## src/rtl/eig_pkg.sv

```systemverilog
package eig_pkg;

    localparam int FLD_W   = 3;
    localparam int NIB_W   = 4;

    localparam logic [3:0] OFF_TRIG = 4'h0;
    localparam logic [3:0] OFF_MASK = 4'h4;
    localparam logic [3:0] OFF_PEND = 4'h8;
    localparam logic [3:0] OFF_LINE = 4'hC;

    // Decode of a trigger field against current and previous sampled level.
    function automatic logic trig_hit(input logic [FLD_W-1:0] fld,
                                      input logic cur,
                                      input logic prv);
        logic r;
        case (fld[2:1])
            2'b00:   r = fld[0] ? cur : ~cur;
            2'b01:   r = prv & ~cur;
            2'b10:   r = ~prv & cur;
            default: r = prv ^ cur;
        endcase
        return r;
    endfunction

endpackage

```

## src/rtl/eig_sync.sv

```systemverilog
module eig_sync #(
    parameter int W = 16
) (
    input  logic         clk,
    input  logic         rst_n,
    input  logic [W-1:0] async_i,
    output logic [W-1:0] sync_o
);
    typedef struct packed {
        logic [W-1:0] s1;
        logic [W-1:0] s2;
    } sync_t;

    sync_t st_d, st_q;

    always_comb begin
        st_d    = st_q;
        st_d.s1 = async_i;
        st_d.s2 = st_q.s1;
    end

    always_ff @(posedge clk or negedge rst_n) begin
        if (!rst_n) st_q <= '0;
        else        st_q <= st_d;
    end

    assign sync_o = st_q.s2;
endmodule

```

## src/rtl/eig_detect.sv

```systemverilog
module eig_detect #(
    parameter int N = 16
) (
    input  logic                    clk,
    input  logic                    rst_n,
    input  logic [N-1:0]            cur_i,
    input  logic [(N/2)*eig_pkg::NIB_W-1:0] trig_i,
    output logic [N-1:0]            hit_o
);
    import eig_pkg::*;

    logic [N-1:0] prev_d, prev_q;

    always_comb begin
        prev_d = cur_i;
    end

    always_ff @(posedge clk or negedge rst_n) begin
        if (!rst_n) prev_q <= '0;
        else        prev_q <= prev_d;
    end

    for (genvar i = 0; i < N; i++) begin : g_line
        localparam int BASE = (i / 2) * NIB_W;
        assign hit_o[i] = trig_hit(trig_i[BASE +: FLD_W], cur_i[i], prev_q[i]);
    end
endmodule

```

## src/rtl/eig_regs.sv

```systemverilog
module eig_regs #(
    parameter int N      = 16,
    parameter int A_LAST = 3,
    parameter int B_LAST = 11
) (
    input  logic                    clk,
    input  logic                    rst_n,
    input  logic                    wen_i,
    input  logic [3:0]              addr_i,
    input  logic [(N/2)*eig_pkg::NIB_W-1:0] wdata_i,
    input  logic [N-1:0]            hit_i,
    output logic [(N/2)*eig_pkg::NIB_W-1:0] rdata_o,
    output logic [2:0]              grp_o,
    output logic [N-1:0]            pend_o,
    output logic [N-1:0]            mask_o,
    output logic [(N/2)*eig_pkg::NIB_W-1:0] trig_o
);
    import eig_pkg::*;

    localparam int NFLD = N / 2;
    localparam int DW   = NFLD * NIB_W;
    localparam logic [DW-1:0] KEEP = {NFLD{4'b0111}};

    typedef struct packed {
        logic [DW-1:0] trig;
        logic [N-1:0]  mask;
        logic [N-1:0]  pend;
        logic [2:0]    grp;
    } regs_t;

    regs_t r_d, r_q;
    logic [N-1:0] ack;
    logic [N-1:0] live;
    logic [7:0]   idx;
    int           base;

    always_comb begin
        r_d  = r_q;
        ack  = '0;
        idx  = wdata_i[7:0];
        base = 32'(idx >> 1) * NIB_W;
        if (wen_i) begin
            case (addr_i)
                OFF_TRIG: r_d.trig = wdata_i & KEEP;
                OFF_MASK: r_d.mask = wdata_i[N-1:0];
                OFF_PEND: ack      = wdata_i[N-1:0];
                OFF_LINE: begin
                    if (idx <= 8'(N - 1))
                        r_d.trig[base +: FLD_W] = wdata_i[18:16];
                end
                default: ;
            endcase
        end
        r_d.pend   = (r_q.pend & ~ack) | hit_i;
        live       = r_d.pend & ~r_d.mask;
        r_d.grp[0] = |live[A_LAST:0];
        r_d.grp[1] = |live[B_LAST:A_LAST+1];
        r_d.grp[2] = |live[N-1:B_LAST+1];
    end

    always_ff @(posedge clk or negedge rst_n) begin
        if (!rst_n) begin
            r_q.trig <= '0;
            r_q.mask <= '1;
            r_q.pend <= '0;
            r_q.grp  <= '0;
        end else begin
            r_q <= r_d;
        end
    end

    always_comb begin
        case (addr_i)
            OFF_TRIG: rdata_o = r_q.trig;
            OFF_MASK: rdata_o = DW'(r_q.mask);
            OFF_PEND: rdata_o = DW'(r_q.pend);
            default:  rdata_o = '0;
        endcase
    end

    assign grp_o  = r_q.grp;
    assign pend_o = r_q.pend;
    assign mask_o = r_q.mask;
    assign trig_o = r_q.trig;
endmodule

```

## src/rtl/ext_irq_grouper.sv

```systemverilog
module ext_irq_grouper #(
    parameter int N_LINES = 16,
    parameter int A_LAST  = 3,
    parameter int B_LAST  = 11
) (
    input  logic        clk,
    input  logic        rst_n,
    input  logic [15:0] pin_i,
    input  logic        bus_wen,
    input  logic [3:0]  bus_addr,
    input  logic [31:0] bus_wdata,
    output logic [31:0] bus_rdata,
    output logic [2:0]  grp_irq_o
);
    localparam int DW = (N_LINES / 2) * eig_pkg::NIB_W;

    logic [N_LINES-1:0] sync_w;
    logic [N_LINES-1:0] hit_w;
    logic [N_LINES-1:0] pend_w;
    logic [N_LINES-1:0] mask_w;
    logic [DW-1:0]      trig_w;

    eig_sync #(.W(N_LINES)) u_sync (
        .clk     (clk),
        .rst_n   (rst_n),
        .async_i (pin_i),
        .sync_o  (sync_w)
    );

    eig_detect #(.N(N_LINES)) u_detect (
        .clk    (clk),
        .rst_n  (rst_n),
        .cur_i  (sync_w),
        .trig_i (trig_w),
        .hit_o  (hit_w)
    );

    eig_regs #(.N(N_LINES), .A_LAST(A_LAST), .B_LAST(B_LAST)) u_regs (
        .clk     (clk),
        .rst_n   (rst_n),
        .wen_i   (bus_wen),
        .addr_i  (bus_addr),
        .wdata_i (bus_wdata),
        .hit_i   (hit_w),
        .rdata_o (bus_rdata),
        .grp_o   (grp_irq_o),
        .pend_o  (pend_w),
        .mask_o  (mask_w),
        .trig_o  (trig_w)
    );
endmodule

```

## config.mk

```make
export PLATFORM = sky130hd
export DESIGN_NAME = ext_irq_grouper
export DESIGN_NICKNAME = d
export VERILOG_FILES = /design/src/rtl/eig_pkg.sv /design/src/rtl/eig_sync.sv /design/src/rtl/eig_detect.sv /design/src/rtl/eig_regs.sv /design/src/rtl/ext_irq_grouper.sv
export SDC_FILE = /design/constraint.sdc
export NUM_CORES = 1
export LEC_CHECK = 0
export CORE_MARGIN = 1
export CORE_UTILIZATION = 64
export DETAILED_ROUTE_END_ITERATION = 7
export DONT_BUFFER_PORTS = 1
export GPL_ROUTABILITY_DRIVEN = 0
export GPL_TIMING_DRIVEN = 0
export PLACE_DENSITY = 0.9
export SLEW_MARGIN = 20
export SYNTH_ARGS = -nofsm -noshare
export SYNTH_HDL_FRONTEND = slang
export SYNTH_SLANG_ARGS = --single-unit
export TNS_END_PERCENT = 100
```

## constraint.sdc

```tcl
create_clock -name clk -period 2.8 [get_ports clk]
set_input_delay 0.28 -clock clk [delete_from_list [all_inputs] [get_ports clk]]
set_output_delay 0.28 -clock clk [all_outputs]
set_load 0.1 [all_outputs]
```

### Yosys cells after proc, flatten, opt, wreduce, memory -nomap -nowiden

Index checks and enable logic that the tools add are counted.
W data, S select, Z words.

| operators by class | value |
|---|---|
| $add $sub $neg | 1 |
| magnitude comparators | 1 |
| eq/ne operators | 20 |
| shift operators | 2 |
| muxes and demuxes | 40 |
| bitwise logic cells | 85 |
| reduce and logical (&&, ||, !) cells | 14 |

Operators by type and width:

| kind | count |
|---|---|
| $pmux W32 S3 | 1 |
| $mux W16 | 4 |
| $pmux W32 S2 | 1 |
| $pmux W1 S3 | 16 |
| $neg A9 Y33 | 1 |
| $shift A3 B33 Y32 const A | 1 |
| $shiftx A3 B33 Y32 | 1 |
| $and A1 B1 Y1 | 32 |
| $and A16 B16 Y16 | 2 |
| $bwmux W32 | 1 |
| $mux W32 | 1 |
| $not A1 Y1 | 32 |
| $not A16 Y16 | 2 |
| $eq A2 B1 Y1 const B | 8 |
| $eq A2 B2 Y1 const B | 8 |
| $logic_not A2 Y1 | 8 |
| $mux W1 | 16 |
| $or A16 B16 Y16 | 1 |
| $xor A1 B1 Y1 | 16 |
| $eq A4 B4 Y1 const B | 2 |
| $le A8 B4 Y1 const B | 1 |
| $reduce_or A4 Y1 | 2 |
| $reduce_or A8 Y1 | 1 |
| $eq A4 B3 Y1 const B | 1 |
| 4 further kinds | 4 |

| word-level totals | value |
|---|---|
| bits in registers | 115 |
| input port bits | 55 |
| logic and storage cells | 170 |

### Depth between registers and ports, before layout

| depth | value |
|---|---|
| depth in word-level cells | 8 |
| depth in mapped cells | 11 |

### Cells and area by module

Synthesis repeated with hierarchy kept, for this count alone.

| unflattened totals | value |
|---|---|
| cells, all modules | 574 |
| area, all modules | 5,780.5 µm² |

Modules (own cells, without submodules):

| module | instances | cells each | area an instance (µm²) | seq. area each (µm²) |
|---|---|---|---|---|
| eig_regs | 1 | 414 | 3,498.4 | 1,496.4 |
| eig_detect | 1 | 128 | 1,481.4 | 400.4 |
| eig_sync | 1 | 32 | 800.8 | 800.8 |

### Worst setup path before layout

Ideal clock, no wire load.

| timing path | value |
|---|---|
| path kind | input-to-reg |
| from | input port bus_wdata[1] |
| to | register u_regs.r_q, in the netlist u_regs.trig_o[20] |
| setup time | 0.082 ns |
| data arrival time | 2.317 ns |
| data required time | 2.718 ns |
| path slack | 0.401 ns |
| stages | 11 |
| buffers on the path | 1 |
| cell sequence | inv_1 > ha_1 > nor3b_1 > and2_1 > ha_1 > nor4b_1 > nand3_1 > o21ai_0 > clkbuf_1 > nand4_1 > a31oi_1 |

| on the way | value |
|---|---|
| word-level cells in the longest chain between the ends | 5 |
| elaborated cells between the ends (all ways) | 9 |
| those cells by class | 1 x add/sub; 1 x order compare; 1 x eq/ne; 2 x shift; 3 x mux; 1 x reduce/logical |

RTL lines:

| what | line | source |
|---|---|---|
| start, declared | ext_irq_grouper.sv:11 | `input logic [31:0] bus_wdata,` |
| $neg A9 Y33 | eig_regs.sv:49 | `r_d.trig[base +: FLD_W] = wdata_i[18:16];` |
| $shiftx A3 B33 Y32 or $shift A3 B33 Y32 (tied branches) | eig_regs.sv:49 |  |
| $bwmux W32 | eig_regs.sv:49 |  |
| $mux W32 | eig_regs.sv:48 | `if (idx <= 8'(N - 1))` |
| $pmux W32 S2 | eig_regs.sv:43 | `case (addr_i)` |
| end signal, assigned | eig_regs.sv:68 | `r_q <= r_d;` |
| end, declared | eig_regs.sv:31 | `regs_t r_d, r_q;` |

Parallel ways exist; a longest one is shown, timed or not. The select of a mux whose other input is x is not followed.
A chain may end at the register's enable or synchronous reset.

### Worst setup path after layout

| timing path | value |
|---|---|
| from | input port bus_addr[3] |
| to | output port bus_rdata[4] |

| on the way | value |
|---|---|
| word-level cells in the longest chain between the ends | 2 |
| elaborated cells between the ends (all ways) | 4 |
| those cells by class | 2 x eq/ne; 1 x mux; 1 x reduce/logical |

RTL lines:

| what | line | source |
|---|---|---|
| start, declared | ext_irq_grouper.sv:10 | `input logic [3:0] bus_addr,` |
| $eq A4 B4 Y1, or another cell as far along | eig_regs.sv:73 | `case (addr_i)` |
| $pmux W32 S3 * | eig_regs.sv:73 |  |
| end, declared | ext_irq_grouper.sv:12 | `output logic [31:0] bus_rdata,` |

Mark *: on every way between the ends. The rest lies on a longest branch, timed or not.

==> qor.txt <==
status: complete, but fails checks
violated checks: design-rule violations
sum of routed wire length over all layers: 13720 um
final design area excluding fillers: 6357 sq um
worst-case register-to-register setup slack: 0.55 ns
first-pass GRT wire length: 21590 um
Most used DFF post-synth: dfrtp_1
final antenna-violating net count: 0
mean cell area of the mapped netlist: 10.56 sq um
P_sw: 0.001301 W
count of flip-flops with a built-in enable after synthesis: 0
power density of the placed cells: 594.6 nW/um^2
maximum vdd drop: 0.3345 mV
reg-to-reg critical path endpoint: u_regs.grp_o[1]
number of antenna diodes: 0
placed wire-length estimate after detailed placement: 9666 um
largest stage delay on the critical path: 0.66 ns
count of placed standard cells including taps: 662
worst min-delay path startpoint: bus_wdata[22]
proportion of synthesized flip-flops having asynchronous set or reset: 100.0%
cell type with the highest aggregate area in the netlist: dfrtp_1
number of inserted filler cells in the final layout: 573
Max Fanout on Critical Path: 10
post-CTS setup buffer count: 0
Bufs and invs on worst path: 2
Initial DRT Pass Iterations: 8
area of the multi-input gates: 2706 sq um
Die Wd: 97.37 um
Slowest-stage cell, CP: inv_1
timing startpoint of the critical path: bus_addr[3]
setup clock skew after layout: 0.008739 ns
die footprint: 9480 sq um
pin count of the biggest net entering global routing: 108
critical path depth in cells: 4
area share of the largest cell type after synthesis: 39.12%
number of nets in the layout: 672
kind of start point of the critical path: input pin
sequence of cells on the critical path: nor4_4 -> clkbuf_1 -> a222oi_1 -> inv_1
number of distinct library cell variants in the gate-level netlist after synthesis: 63
category of the worst setup path capture point: output pin
minimum setup slack after placement: -0.1063 ns
cell types with the highest counts after synthesis: dfrtp_1 (91), inv_1 (75), ha_1 (34)
overall power: 0.003780 W
placement row count: 34
total core area: 8763 sq um
Synth Warn #: 0
clock transition at the register clock pins on the worst setup and hold paths after CTS: 0.10 ns
termination of the worst setup path: bus_rdata[4]
Cell Count, Final, Fillers Out: 696
total internal power: 0.002479 W
total number of vias: 4504
largest cells by area after synthesis: dfrtp_1 (39%), ha_1 (7.3%), dfstp_2 (7.2%), inv_1 (4.8%), mux2_2 (4.1%)
library cell with the highest instance count after synthesis: dfrtp_1
clock latency on the worst-skew pair: 0.38 ns
combinational share of power: 23.0%
switching power as a share of total power: 34.43%
CTS Sinks: 107
CP required: 2.52 ns
wire length per cell after detailed routing: 19.72 um
Final Worst Setup Slack: 0.1167 ns
Tightest Pin Transition: 0.9795 ns
Port-buffer cells: 0
clk root buf: clkbuf_8
via density per instance: 6.471
portion of the post-synthesis area used by sequential elements: 46.35%
final slew viol count: 0
proportion of power drawn by the clock network: 23.8%
RSZ-0062 raised after global routing: false
Initial Utilization: 66.42%
number of CTS-inserted buffers: 9
CTS max path bufs: 2
Vert. Die Dim: 97.37 um
slew margin rel.: 35.16%
leakage component of the power: 2.890 nW
number of antenna violations at the first check in global routing: 0
share of post-route cells with drive strength above 1: 16.67%
startpoint of the worst-slack reg-to-reg timing path: u_sync.sync_o[8]
TritonCTS clock tree: built
global routing usage summed across all routing layers: 29.17%
max-capacitance violation count: 0
Area growth syn-to-layout: 9.222%
cell count after synthesis: 551
critical path start-end classification: input pin to output pin
global route total overflow: 0
Setup Viol. Count Final: 0
Tmin final: 2.683 ns
hold violation count in the final report: 0
portion of total power attributed to sequential cells: 53.2%
Achievable Freq: 372.7 MHz
H-tree Lvls: 3
FF/Latch Area: 2698 sq um
Period Utilization, post-route: 95.83%
cell area reported after detailed placement: 5967 sq um
FF-to-FF path depth: 7
Boundary Pins: 90
total standard cell area after synthesis: 5821 sq um
number of cells on the worst hold path: 2
Crit path max-delay family: buffers and inverters
flops & latches, synth: 107
Hold/Removal Path Class: input pin to flop
via count of the first global-routing pass: 4491
post-route DRC violation count: 12
crit path DAT: 2.40 ns
DR iter-0 viols: 570
[through the flow]
step	setup TNS [ns]	util, %	hold WS, ns
floorplan	0	-	-0.01559
global placement	-0.03909	68.09	-0.01221
detailed placement	-0.5183	68.09	-0.01199
CTS	0	72.47	0.01922
global route	0	72.54	0.03532
finish	0	72.54	0.02870
[state kept, by name, indices dropped and copies added, names as in the netlist]
signal	count
u_regs.grp_o	3
u_regs.mask_o	16
u_regs.pend_o	16
u_sync.st_d	16
u_sync.sync_o	16
u_detect.prev_q	16
u_regs.trig_o	24
[placed cells by master (no fill, tap or decap), drive strengths merged, types with 5 or more instances in the layout]
master        n
a21oi        23
a222oi       12
a31oi        14
and2         18
and3          9
buf          14
clkbuf       25
dfrtp        91
dfstp        16
dlygate4sd3  17
ha           34
inv          77
mux2         24
mux2i         8
mux4          5
nand2        28
nand2b        5
nand3        28
nand4         7
nor2         13
nor2b         9
o211ai        9
o21ai        16
o22ai         6
o31ai         5
xnor2         5
xor2         12
[how the worst min path moves through the flow]
stage	to	slack (ns)
2_1_floorplan	u_detect.prev_q[0]	-0.02
3_3_place_gp	u_regs.grp_o[0]	-0.01
3_5_place_dp	u_sync.sync_o[1]	-0.01
4_1_cts	u_regs.trig_o[22]	0.02
5_1_grt	u_regs.trig_o[22]	0.04
6_report	u_regs.trig_o[22]	0.03
[metal layers]
layer,global-route usage [%],vias to the layer above,part of all wire [%]
met4,11.09,0,2.9
met3,7.770,42,9.0
met1,35.82,2218,38
li1,-,2001,-
met5,0,-,0
met2,49.27,243,50
[area by class of cell]
| type | count | share of cell area, % |
|---|---|---|
| Multi-Input combinational cell | 344 | 42.57 |
| Clock inverter | 6 | 0.7676 |
| Inverter | 75 | 4.428 |
| Buffer | 28 | 2.401 |
| Clock buffer | 10 | 2.165 |
| Timing Repair Buffer | 18 | 3.110 |
| Tap cell | 108 | 2.126 |
| Sequential cell | 107 | 42.43 |
[worst register-to-register path, cell delays in order, from the launching register on]
cell     delay (ns)
dfrtp_1        0.44
inv_1          0.08
ha_1           0.28
inv_1          0.04
mux4_2         0.49
a21oi_1        0.19
o22ai_1        0.09
or4_1          0.52
[repair_timing]
| item | 4_1_cts | 5_1_grt |
|---|---|---|
| pin swaps | 0 | 0 |
| hold endpoints to repair | 123 | 0 |
| endpoints found under the setup margin | 3 | 10 |
| hold buffers | 18 | 0 |
| gates resized for setup | 3 | 9 |
[kinds of logic (layout without fill, tap and decap cells)]
logic type	count (synthesis)	after routing	share of synthesized area (%)
adders and majority gates	34	34	7.309
muxes	37	37	8.147
other	1	4	0.06443
AOI/OAI and AO/OA	113	113	13.95
buffers and inverters	103	137	7.438
DFF	107	107	46.35
and+or+nand+nor	139	139	14.19
xor gates and xnor gates	17	17	2.558
[power by group through the flow]
stage / sequential, W / clock [W] / combinational (W)
finish: 0.00201 / 0.000898 / 0.000870
CTS: 0.00200 / 0.000918 / 0.000863
global route: 0.00204 / 0.000973 / 0.000938
floorplan: 0.00196 / 0 / 0.000688
global placement: 0.00202 / 0 / 0.000770
detailed placement: 0.00203 / 0 / 0.000802
Power figures use the tool's default switching activity.
